**src/rtl/periodic_rate_gen.sv**
```systemverilog
module periodic_rate_gen #(
  parameter int CNT_W  = 16,
  parameter int CODE_W = 4
) (
  input  logic              clk,
  input  logic              rst_n,
  input  logic              tick,
  input  logic [CODE_W-1:0] rate_code,
  input  logic [2:0]        div_ctrl,
  input  logic              pie,
  input  logic              sqwe,
  output logic              pf_set,
  output logic              irq_set,
  output logic              sqw_pulse
);
  localparam logic [CODE_W-1:0] SLOW_A = CODE_W'(8);
  localparam logic [CODE_W-1:0] SLOW_B = CODE_W'(9);

  logic [CNT_W-1:0]  cnt, cnt_nxt, mask;
  logic [CODE_W-1:0] eff_code;
  logic              div_hold, running, hit;

  assign div_hold = (div_ctrl[2:1] == 2'b11);
  assign eff_code = (rate_code == CODE_W'(1)) ? SLOW_A :
                    (rate_code == CODE_W'(2)) ? SLOW_B : rate_code;
  assign cnt_nxt  = cnt + 1'b1;
  assign running  = !div_hold && (eff_code != '0) && (pie || sqwe);
  assign hit      = tick && running && ((cnt_nxt & mask) == '0);

  always_comb begin
    for (int i = 0; i < CNT_W; i++)
      mask[i] = (i + 1 < int'(eff_code));
  end

  always_ff @(posedge clk) begin
    if (!rst_n) begin
      cnt       <= '0;
      pf_set    <= 1'b0;
      irq_set   <= 1'b0;
      sqw_pulse <= 1'b0;
    end else begin
      if (div_hold)  cnt <= '0;
      else if (tick) cnt <= cnt_nxt;
      pf_set    <= hit;
      irq_set   <= hit && pie;
      sqw_pulse <= hit && sqwe;
    end
  end
endmodule


```
**config.mk**
```make
export PLATFORM = sky130hd
export DESIGN_NAME = periodic_rate_gen
export DESIGN_NICKNAME = d
export VERILOG_FILES = /design/src/rtl/periodic_rate_gen.sv
export SDC_FILE = /design/constraint.sdc
export NUM_CORES = 1
export LEC_CHECK = 0
export ABC_AREA = 1
export CAP_MARGIN = 20
export CORE_AREA = 2 2 56 58
export CTS_BUF_LIST = sky130_fd_sc_hd__clkbuf_2
export DETAILED_ROUTE_END_ITERATION = 7
export DIE_AREA = 0 0 58 60
export PLACE_DENSITY = 0.69
export REMOVE_ABC_BUFFERS = 1
export SYNTH_ARGS = -nofsm -noshare
export SYNTH_HDL_FRONTEND = slang
export SYNTH_SLANG_ARGS = --single-unit
```
**constraint.sdc**
```tcl
create_clock -name clk -period 2.7 [get_ports clk]
set_input_delay 0.675 -clock clk [delete_from_list [all_inputs] [get_ports clk]]
set_output_delay 0.675 -clock clk [all_outputs]
set_load 0.03 [all_outputs]
```
==> results of run 1 <==
## synthesized netlist by cell type
| library cell | count | area [sq um] |
|---|---|---|
| sky130_fd_sc_hd__a211oi_1 | 3 | 22.5 |
| sky130_fd_sc_hd__a21oi_1 | 10 | 50.1 |
| sky130_fd_sc_hd__buf_2 | 1 | 5.00 |
| sky130_fd_sc_hd__buf_4 | 1 | 7.51 |
| sky130_fd_sc_hd__clkbuf_1 | 2 | 7.51 |
| sky130_fd_sc_hd__dfxtp_1 | 17 | 340 |
| sky130_fd_sc_hd__ha_1 | 1 | 12.5 |
| sky130_fd_sc_hd__inv_1 | 29 | 109 |
| sky130_fd_sc_hd__inv_2 | 3 | 11.3 |
| sky130_fd_sc_hd__nand2_1 | 55 | 206 |
| sky130_fd_sc_hd__nand2_2 | 4 | 25.0 |
| sky130_fd_sc_hd__nand3_1 | 12 | 60.1 |
| sky130_fd_sc_hd__nand3_2 | 6 | 60.1 |
| sky130_fd_sc_hd__nand4_1 | 5 | 31.3 |
| sky130_fd_sc_hd__nand4_4 | 1 | 21.3 |
| sky130_fd_sc_hd__nor2_1 | 16 | 60.1 |
| sky130_fd_sc_hd__nor2_2 | 3 | 18.8 |
| sky130_fd_sc_hd__nor2_4 | 4 | 45.0 |
| sky130_fd_sc_hd__nor3_2 | 2 | 20.0 |
| sky130_fd_sc_hd__o211ai_1 | 7 | 52.6 |
| sky130_fd_sc_hd__o21ai_0 | 7 | 35.0 |
| sky130_fd_sc_hd__o21ai_1 | 1 | 5.00 |
| sky130_fd_sc_hd__xnor2_1 | 2 | 17.5 |
| sky130_fd_sc_hd__xor2_1 | 1 | 8.76 |
## registers in the layout (all words and copies together), names as in the netlist
name and count:
cnt 14, irq_set 1, sqw_pulse 1, pf_set 1
## final cells by class
| type | instances | area, sq um | area share |
|---|---|---|---|
| Clock inverter | 1 | 5.00 | 0.00353 |
| Clock buffer | 3 | 15.0 | 0.0106 |
| Tap cell | 33 | 41.3 | 0.0291 |
| Inverter | 32 | 120 | 0.0847 |
| Multi-Input combinational cell | 140 | 752 | 0.530 |
| Timing Repair Buffer | 15 | 145 | 0.102 |
| Sequential cell | 17 | 340 | 0.240 |
## kinds of logic (layout without fill, tap and decap cells)
logic type / count (synthesis) / after routing / share of synthesized area
and+or+nand+nor: 108 / 108 / 0.445
adders and majority gates: 1 / 1 / 0.0102
xor gates and xnor gates: 3 / 3 / 0.0213
DFF: 17 / 17 / 0.276
buffers and inverters: 36 / 51 / 0.114
AOI/OAI and AO/OA: 28 / 28 / 0.134
## power by group through the flow
stage | registers [uW] | clock network (uW) | logic, uW
after detailed placement | 282 | 0 | 98.1
after floorplan | 280 | 0 | 60.3
after global placement | 282 | 0 | 97.5
after CTS | 277 | 129 | 98.4
final | 277 | 126 | 98.2
after global routing | 279 | 138 | 110
## metal layers
metal | vias up | track usage
met2 | 22 | 0.300
met4 | 0 | 0.0664
met5 | - | 0
li1 | 650 | -
met3 | 7 | 0.0281
met1 | 517 | 0.211
## final timing paths
| path | to | cells after the start |
|---|---|---|
| min | cnt[1] | 2 |
| max | irq_set | 1 |
| max reg2reg | irq_set | 8 |
| min reg2reg | cnt[1] | 2 |
## per-stage QoR
stage                     worst slack (ns)  total power, uW  hold WS, ns  cells
after floorplan                       1.17              340        0.481    189
after global placement               0.537              379        0.520    237
after detailed placement             0.539              380        0.528    237
after CTS                            0.657              504        0.550    241
after global routing                 0.639              528        0.590    241
final                                0.677              501        0.548    241
## worst register-to-register path, delay by kind of cell, from the launching register on
family | cells | cell delay [ns]
flops | 1 | 0.47
fa+ha+maj | 1 | 0.26
simple gates | 5 | 0.59
xor+xnor | 1 | 0.17
compound gates | 1 | 0.10
==> metrics.md, run 1 <==
| Metric | Value |
|---|---|
| Cell Area, Synth | between 0.001 and 0.0015 sq mm |
| Type of the setup path with the least slack | flop to output port |
| Clock buffers created by TritonCTS | 3 |
| First-pass GRT wire length | between 4000 and 5000 um |
| DRC violation count after routing | 0 |
| Areal power density over the cells | between 300 and 400 mW/mm^2 |
| GRT overflow | 0 |
| Top delay family on crit path | buffers and inverters |
| Register bit count reported by yosys | 17 |
| Post-synthesis instance total | 193 |
| Total buffers and inverters traversed by the critical path | 1 |
| Remaining antenna violation count | 0 |
| Maximum vdd drop | roughly 0.19 mV |
| Detail-routed net length per standard cell | 11.1 um |
| Number of global-route vias before repair | roughly 1.1k |
| Reg2Reg Setup Slack | around 1.1 ns |
| Count of instances resized after the clock tree is built | 0 |
| Number of clock sinks | 17 |
| Kind of path behind the tightest hold check | flop to flop |
| Kind of end point of the critical path | output port |
| TritonRoute pass-1 iters | 4 |
| Number of hold buffers added after cts | 0 |
| Drt via density | around 5.0 |
| Number of buffers on the longest clock path | 2 |
| Initial cell density of the core | 0.425 |
| Final setup violating endpoints | 0 |
| Commonest cells after routing, fill and taps aside | sky130_fd_sc_hd__nand2_1 (55), sky130_fd_sc_hd__inv_1 (29), sky130_fd_sc_hd__dfxtp_1 (17) |
| Unique cell type count in the Yosys netlist | 24 |
| Core Region | approximately 0.0029 sq mm |
| Unrepaired setup endpoints after global routing | no |
| Pin count of the biggest net entering global routing | 18 |
| Detailed placer's ending HPWL | 2120 um |
| Input/output buffers | 13 |
| Count of final max-slew check failures | 0 |
| Number of I/O pins | 15 |
| Syn avg cell area | ~6.4 sq um |
| Clk Latency, worst-skew pair | 0.32 ns |
| CP max stage delay | around 0.67 ns |
| Time the final worst path needs with I/O delays and setup | between 2 and 2.5 ns |
| Clock Power Share | 0.251 |
| CP required | slightly above 2 ns |
| CP Max Fanout | 1 |
| Most common cell after layout, fill and taps aside | sky130_fd_sc_hd__nand2_1 |
| Register share of total power | 0.553 |
| Summed area of non-filler cells in the final layout | approximately 0.0014 sq mm |
| Net switching power figure | approximately 160 uW |
| Die outline height | around 60 um |
| Length of routed wiring on met1 | 1310 um |
| Routability Congestion | between 0.7 and 0.8 |
| Power share of the combinational group | 0.196 |
| Number of filler instances in the final layout | 296 |
| Wire length on met2 | ~1200 um |
| Clock Root Buffer | sky130_fd_sc_hd__clkbuf_2 |
| Result of the run | finished, final reports clean |
| Arrival time of data at the critical path endpoint | around 1.4 ns |
| Critical path cell sequence | clkdlybuf4s50_1 |
| Clock tree skew after final layout | 0.00611 ns |
| GR Util All Layers | 0.172 |
| Antenna violations before repair | 0 |
| Share of the cycle needed by the critical path after routing | 0.749 |
| Standard cell area after detailed placement | roughly 0.0014 sq mm |
| DIE AREA | roughly 0.0035 sq mm |
| Clk slew on worst S/H paths | about 0.19 ns |
| Antenna diode count | 0 |
| Highest metal layer with signal wires | met4 |
| Startpoint of the most critical register-to-register path | cnt[0] |
| Setup repair bufs after CTS | 0 |
| Initial drt markers | 35 |
| Number of standard-cell rows in the floorplan | 20 |
| MaxCap Viol Count | 0 |
| YS warnings | 0 |
| Slowest CP cell | sky130_fd_sc_hd__clkdlybuf4s50_1 |
| Setup TNS | 0 ns |
| Die outline width | ~58 um |
| Share of the yosys chip area belonging to registers | 0.276 |
| Hold Violations, Final | 0 |
| Routed WL | around 2700 um |
| Switching share of total power | 0.327 |
| Share of the core filled with cells | 0.489 |
| Leakage dissipation | roughly 0.00062 uW |
| Fraction of layout cells with a size suffix above 1 | 0.139 |
| Max_slew headroom | 0.759 |
| Worst setup path start | irq_set |
| Internal | between 300 and 400 uW |
| Fin nets | between 200 and 250 |
| Clock tree from TritonCTS | yes |
| Measured slew at the worst slew-check pin | 0.361 ns |
| Worst setup SP type | flop |
| Layout-stage area growth over the synthesis result | 15.1% |
| Detailed route wirelength on metal3 | 103 um |
| Vias post-DR | 1196 |
| Hold Startpoint | cnt[1] |
| Achievable clock frequency | between 0.4 and 0.5 GHz |
| H-tree depth reported by CTS | 1 |
(Power assumes the default switching activity.)
==> run 2: changes to the inputs <==
==> constraint.sdc (replaced) <==
create_clock -name clk -period 1.9 [get_ports clk]
set_input_delay 0.475 -clock clk [delete_from_list [all_inputs] [get_ports clk]]
set_output_delay 0.475 -clock clk [all_outputs]
set_load 0.03 [all_outputs]
==> metrics.md, run 2 (synthesized netlist as in run 1, its figures left out) <==
| Metric | Value |
|---|---|
| Result of the run | finished, final reports clean |
| GRT overflow | 0 (unchanged) |
| Count of final max-slew check failures | 0 (unchanged) |
| Setup Slack @ Placement | -0.0610 ns (-0.600 ns) |
| Clock tree from TritonCTS | yes |
| Clock tree skew after final layout | 0.0223 ns (+0.0162 ns) |
| Arrival time of data at the critical path endpoint | 1.35 ns (about the same) |
| Worst setup path start | pf_set |
| Unrepaired setup endpoints after global routing | no |
| Drt via density | 4.91 (-1.1%) |
| Number of global-route vias before repair | 1121 (+6.0%) |
| Number of clock sinks | 17 (unchanged) |
| Detailed placer's ending HPWL | 2160 um (+2.1%) |
| Number of flip-flops in the largest register | 14 (unchanged) |
| Largest Register | cnt |
| H-tree depth reported by CTS | 1 (unchanged) |
| GR Util All Layers | 0.180 (+0.00860) |
| MaxCap Viol Count | 0 (unchanged) |
| Measured slew at the worst slew-check pin | 0.350 ns (-0.0111 ns) |
| Setup slack after layout | 0.0749 ns (-0.602 ns) |
| CP required | 1.42 ns (-0.61 ns) |
| Clk Latency, worst-skew pair | 0.31 ns (about the same) |
| Initial cell density of the core | 0.425 (unchanged) |
| Worst setup SP type | flop |
| Total buffers and inverters traversed by the critical path | 1 (unchanged) |
| Most common cell after layout, fill and taps aside | sky130_fd_sc_hd__nand2_1 |
| Layout-stage area growth over the synthesis result | 19.4% |
| Type of the setup path with the least slack | flop to output port |
| Leakage dissipation | 0.000651 uW (+5.6%) |
| Die outline width | 58 um (unchanged) |
| Number of buffers on the longest clock path | 2 (unchanged) |
| Clock buffers created by TritonCTS | 3 (unchanged) |
| Fraction of layout cells with a size suffix above 1 | 0.167 (+0.0280) |
| CP max stage delay | 0.67 ns (about the same) |
| Initial drt markers | 43 (+23%) |
| Achievable clock frequency | roughly 0.55 GHz |
| Routed WL | 2720 um (+2.0%) |
| Number of standard-cell rows in the floorplan | 20 (unchanged) |
| Startpoint of the most critical register-to-register path | cnt[0] |
| Time the final worst path needs with I/O delays and setup | roughly 1.8 ns |
| Hold Violations, Final | 0 (unchanged) |
| Share of the cycle needed by the critical path after routing | 0.961 |
| Kind of path behind the tightest hold check | flop to flop |
| Die outline height | 60 um (unchanged) |
| Pin count of the biggest net entering global routing | 18 (unchanged) |
| Critical path cell sequence | clkdlybuf4s50_1 |
| Slowest CP cell | sky130_fd_sc_hd__clkdlybuf4s50_1 |
| DIE AREA | 0.00348 sq mm (unchanged) |
| First-pass GRT wire length | 4710 um (+4.1%) |
| Antenna violations before repair | 0 (unchanged) |
| Setup repair bufs after CTS | 0 (unchanged) |
| Detail-routed net length per standard cell | 11.0 um (-0.85%) |
| TritonRoute pass-1 iters | 4 (unchanged) |
| CP Max Fanout | 1 (unchanged) |
| Vias post-DR | 1217 (+1.8%) |
| Setup TNS | 0 ns (unchanged) |
| Min Hold Slack | 0.545 ns (-0.00326 ns) |
| Maximum vdd drop | 0.242 mV (+30%) |
| Clk slew on worst S/H paths | 0.20 ns (about the same) |
| Max_slew headroom | 0.766 (+0.00741) |
| DRC violation count after routing | 0 (unchanged) |
| Final setup violating endpoints | 0 (unchanged) |
| Antenna diode count | 0 (unchanged) |
| Count of instances resized after the clock tree is built | 0 (unchanged) |
| Hold Startpoint | cnt[1] |
| Commonest cells after routing, fill and taps aside | sky130_fd_sc_hd__nand2_1 (55), sky130_fd_sc_hd__inv_1 (29), sky130_fd_sc_hd__dfxtp_1 (17) |
| Areal power density over the cells | 487 mW/mm^2 (+38%) |
| Remaining antenna violation count | 0 (unchanged) |
| Kind of end point of the critical path | output port |
| Input/output buffers | 13 (unchanged) |
| Clock Root Buffer | sky130_fd_sc_hd__clkbuf_2 |
| Number of I/O pins | 15 (unchanged) |
| Top delay family on crit path | buffers and inverters |
| Routability Congestion | 0.826 (+4.6%) |
| Number of hold buffers added after cts | 0 (unchanged) |
| Fin nets | 229 (+3.2%) |
| Core Region | 0.00290 sq mm (unchanged) |
-- run 2: per-stage QoR --
step	utilization	power (uW)	area, sq um	cells
CTS	0.507	722	1470	248
global placement	0.500	550	1450	244
finish	0.507	716	1470	248
detailed placement	0.500	551	1450	244
floorplan	-	483	1210	189
global route	0.507	767	1470	248
-- run 2: final timing paths --
check	end	slack, ns	cells past startpoint
worst max-delay path	pf_set	0.07	1
worst min-delay path	cnt[1]	0.55	2
worst max register to register	sqw_pulse	0.27	8
worst min register to register	cnt[1]	0.55	2
-- run 2: cell type report --
cell class / instances / area, sq um
Multi-Input combinational cell: 140 / 752
Clock buffer: 3 / 15.0
Inverter: 32 / 120
Sequential cell: 17 / 340
Tap cell: 33 / 41.3
Fill cell: 307 / 1430
Timing Repair Buffer: 22 / 198
Clock inverter: 1 / 5.00
-- run 2: routing by layer --
metal,vias to the layer above,part of all wire,track usage
met5,-,0,0
li1,663,-,-
met3,6,0.046,0.0260
met2,30,0.46,0.307
met1,518,0.47,0.225
met4,0,0.020,0.0831
-- run 2: power breakdown --
| group | switching (uW) | internal (uW) | total (uW) | leakage, uW |
|---|---|---|---|---|
| clock | 124 | 47.7 | 172 | 0.0000164 |
| sequential | 20.5 | 373 | 394 | 0.000139 |
| combinational | 83.1 | 67.2 | 150 | 0.000496 |
| total | 228 | 488 | 716 | 0.000651 |
==> run 3: changes to the inputs <==
--- a/config.mk
+++ b/config.mk
@@ -8,7 +8,6 @@
 export ABC_AREA = 1
 export CAP_MARGIN = 20
 export CORE_AREA = 2 2 56 58
-export CTS_BUF_LIST = sky130_fd_sc_hd__clkbuf_2
 export DETAILED_ROUTE_END_ITERATION = 7
 export DIE_AREA = 0 0 58 60
 export PLACE_DENSITY = 0.69
==> metrics.md, run 3 (synthesized netlist as in run 1, its figures left out) <==
| Metric | Value |
|---|---|
| Number of filler instances in the final layout | 306 (-0.33%) |
| Summed area of non-filler cells in the final layout | 0.00148 sq mm (+0.51%) |
| Length of routed wiring on met1 | 1330 um (+3.3%) |
| Time the final worst path needs with I/O delays and setup | 1.79 ns (-0.0310 ns) |
| Kind of path behind the tightest hold check | flop to flop |
| Max_slew headroom | 0.767 (+0.000896) |
| Largest Register | cnt |
| CP Capture Point | pf_set |
| Achievable clock frequency | 0.557 GHz (+1.7%) |
| Antenna diode count | 0 (unchanged) |
| Critical path cell sequence | clkdlybuf4s50_1 |
| Detailed route wirelength on metal3 | 107 um (-14%) |
| Routed WL | 2740 um (+0.63%) |
| Clk slew on worst S/H paths | 0.12 ns (-0.08 ns) |
| Worst setup SP type | flop |
| Remaining antenna violation count | 0 (unchanged) |
| Clk Latency, worst-skew pair | 0.30 ns (about the same) |
| Setup Slack @ Placement | -0.0610 ns (unchanged) |
| Input/output buffers | 13 (unchanged) |
| Drt via density | 4.93 (+0.49%) |
| Reg2Reg Depth | 8 (unchanged) |
| Count of instances resized after the clock tree is built | 0 (unchanged) |
| First-pass GRT wire length | 4710 um (unchanged) |
| Initial drt markers | 31 (-28%) |
| Die outline width | 58 um (unchanged) |
| Vias post-DR | 1223 (+0.49%) |
| Fraction of layout cells with a size suffix above 1 | 0.167 (unchanged) |
| Clock tree from TritonCTS | yes |
| Layout-stage area growth over the synthesis result | 20.0% |
| Detail-routed net length per standard cell | 11.0 um (+0.63%) |
| MaxCap Viol Count | 0 (unchanged) |
| Result of the run | finished, final reports clean |
| Most common cell after layout, fill and taps aside | sky130_fd_sc_hd__nand2_1 |
| Clock tree skew after final layout | 0.0129 ns (-0.00941 ns) |
| Maximum vdd drop | 0.279 mV (+15%) |
| Count of final max-slew check failures | 0 (unchanged) |
| Hold Startpoint | cnt[1] |
| Arrival time of data at the critical path endpoint | 1.32 ns (-0.03 ns) |
| Share of the cycle needed by the critical path after routing | 0.944 (-0.0163) |
| Clock Root Buffer | sky130_fd_sc_hd__clkbuf_4 |
| Final setup violating endpoints | 0 (unchanged) |
| Detailed placer's ending HPWL | 2160 um (unchanged) |
| H-tree depth reported by CTS | 1 (unchanged) |
| Startpoint of the most critical register-to-register path | cnt[0] |
| Share of the core filled with cells | 0.509 (+0.00259) |
| Total buffers and inverters traversed by the critical path | 1 (unchanged) |
| CP Max Fanout | 1 (unchanged) |
| Reg2Reg Setup Slack | 0.26 ns (about the same) |
| Commonest cells after routing, fill and taps aside | sky130_fd_sc_hd__nand2_1 (55), sky130_fd_sc_hd__inv_1 (29), sky130_fd_sc_hd__dfxtp_1 (17) |
| Areal power density over the cells | 507 mW/mm^2 (+4.2%) |
| Clock buffers created by TritonCTS | 3 (unchanged) |
| Highest metal layer with signal wires | met4 |
| Type of the setup path with the least slack | flop to output port |
| Standard cell area after detailed placement | 0.00145 sq mm (unchanged) |
| TritonRoute pass-1 iters | 4 (unchanged) |
| Cells after DPL | 244 (unchanged) |
| Number of flip-flops in the largest register | 14 (unchanged) |
| Number of hold buffers added after cts | 0 (unchanged) |
| Wire length on met2 | 1240 um (-0.88%) |
| DIE AREA | 0.00348 sq mm (unchanged) |
| Initial cell density of the core | 0.425 (unchanged) |
| Pin count of the biggest net entering global routing | 18 (unchanged) |
| Number of global-route vias before repair | 1123 (+0.18%) |
| Setup repair bufs after CTS | 0 (unchanged) |
| Core Region | 0.00290 sq mm (unchanged) |
| CP max stage delay | 0.67 ns (about the same) |
| Fin nets | 229 (unchanged) |
| Worst setup path start | pf_set |
| Number of I/O pins | 15 (unchanged) |
| Number of standard-cell rows in the floorplan | 20 (unchanged) |
| GRT overflow | 0 (unchanged) |
| Critical path depth in cells | 1 (unchanged) |
| Top delay family on crit path | buffers and inverters |
| Die outline height | 60 um (unchanged) |
| Slowest CP cell | sky130_fd_sc_hd__clkdlybuf4s50_1 |
| Number of buffers on the longest clock path | 2 (unchanged) |
| Routability Congestion | 0.826 (unchanged) |
| Number of clock sinks | 17 (unchanged) |
| DRC violation count after routing | 0 (unchanged) |
| Kind of end point of the critical path | output port |
| Measured slew at the worst slew-check pin | 0.349 ns (-0.00134 ns) |
| CP required | 1.42 ns (about the same) |
| Post-route insts no fill | 248 (unchanged) |
| Antenna violations before repair | 0 (unchanged) |
| GR Util All Layers | 0.180 (unchanged) |
| Unrepaired setup endpoints after global routing | no |
| Hold Violations, Final | 0 (unchanged) |
| Reg-to-Reg End | pf_set |
| Setup slack after layout | 0.106 ns (+0.0310 ns) |
| Leakage dissipation | 0.000652 uW (+0.21%) |
run 3: worst reg2reg max path, stage by stage, from the launching register on:
cell                      delay [ns]
sky130_fd_sc_hd__dfxtp_1        0.43
sky130_fd_sc_hd__ha_1           0.26
sky130_fd_sc_hd__nand3_2        0.13
sky130_fd_sc_hd__nor2_2         0.18
sky130_fd_sc_hd__nand3_1        0.12
sky130_fd_sc_hd__a21oi_1        0.24
sky130_fd_sc_hd__nor2_2         0.06
sky130_fd_sc_hd__nand3_2        0.11
sky130_fd_sc_hd__nor2_1         0.05
run 3: stage by stage:
step	power [uW]	setup TNS (ns)	hold slack (ns)
6_report	750	0	0.541
3_3_place_gp	550	-0.138	0.517
5_1_grt	797	0	0.569
4_1_cts	754	0	0.539
2_1_floorplan	483	0	0.481
3_5_place_dp	551	-0.168	0.524
run 3: worst min-delay path by stage:
stage                     slack [ns]  cells past startpoint  endpoint
after floorplan                 0.48                      2    cnt[9]
after global placement          0.52                      2    cnt[1]
after detailed placement        0.52                      2    cnt[1]
after CTS                       0.54                      2    cnt[1]
after global routing            0.57                      2    cnt[9]
final                           0.54                      2    cnt[1]
run 3: layout make-up:
type	instances	area, sq um	share of cell area
Clock buffer	3	22.5	0.0152
Multi-Input combinational cell	140	752	0.508
Inverter	32	120	0.0812
Sequential cell	17	340	0.230
Clock inverter	1	5.00	0.00338
Tap cell	33	41.3	0.0279
Timing Repair Buffer	22	198	0.134
run 3: power by group:
group,internal (uW),total (uW),switching (uW)
Clock,78.5,207,128
Sequential,373,393,20.3
Combinational,67.2,150,83.2
run 3: per-layer routing:
layer  vias to the layer above  track usage
li1                        663            -
met1                       521        0.225
met2                        32        0.307
met3                         7       0.0260
met4                         0       0.0831
met5                         -            0
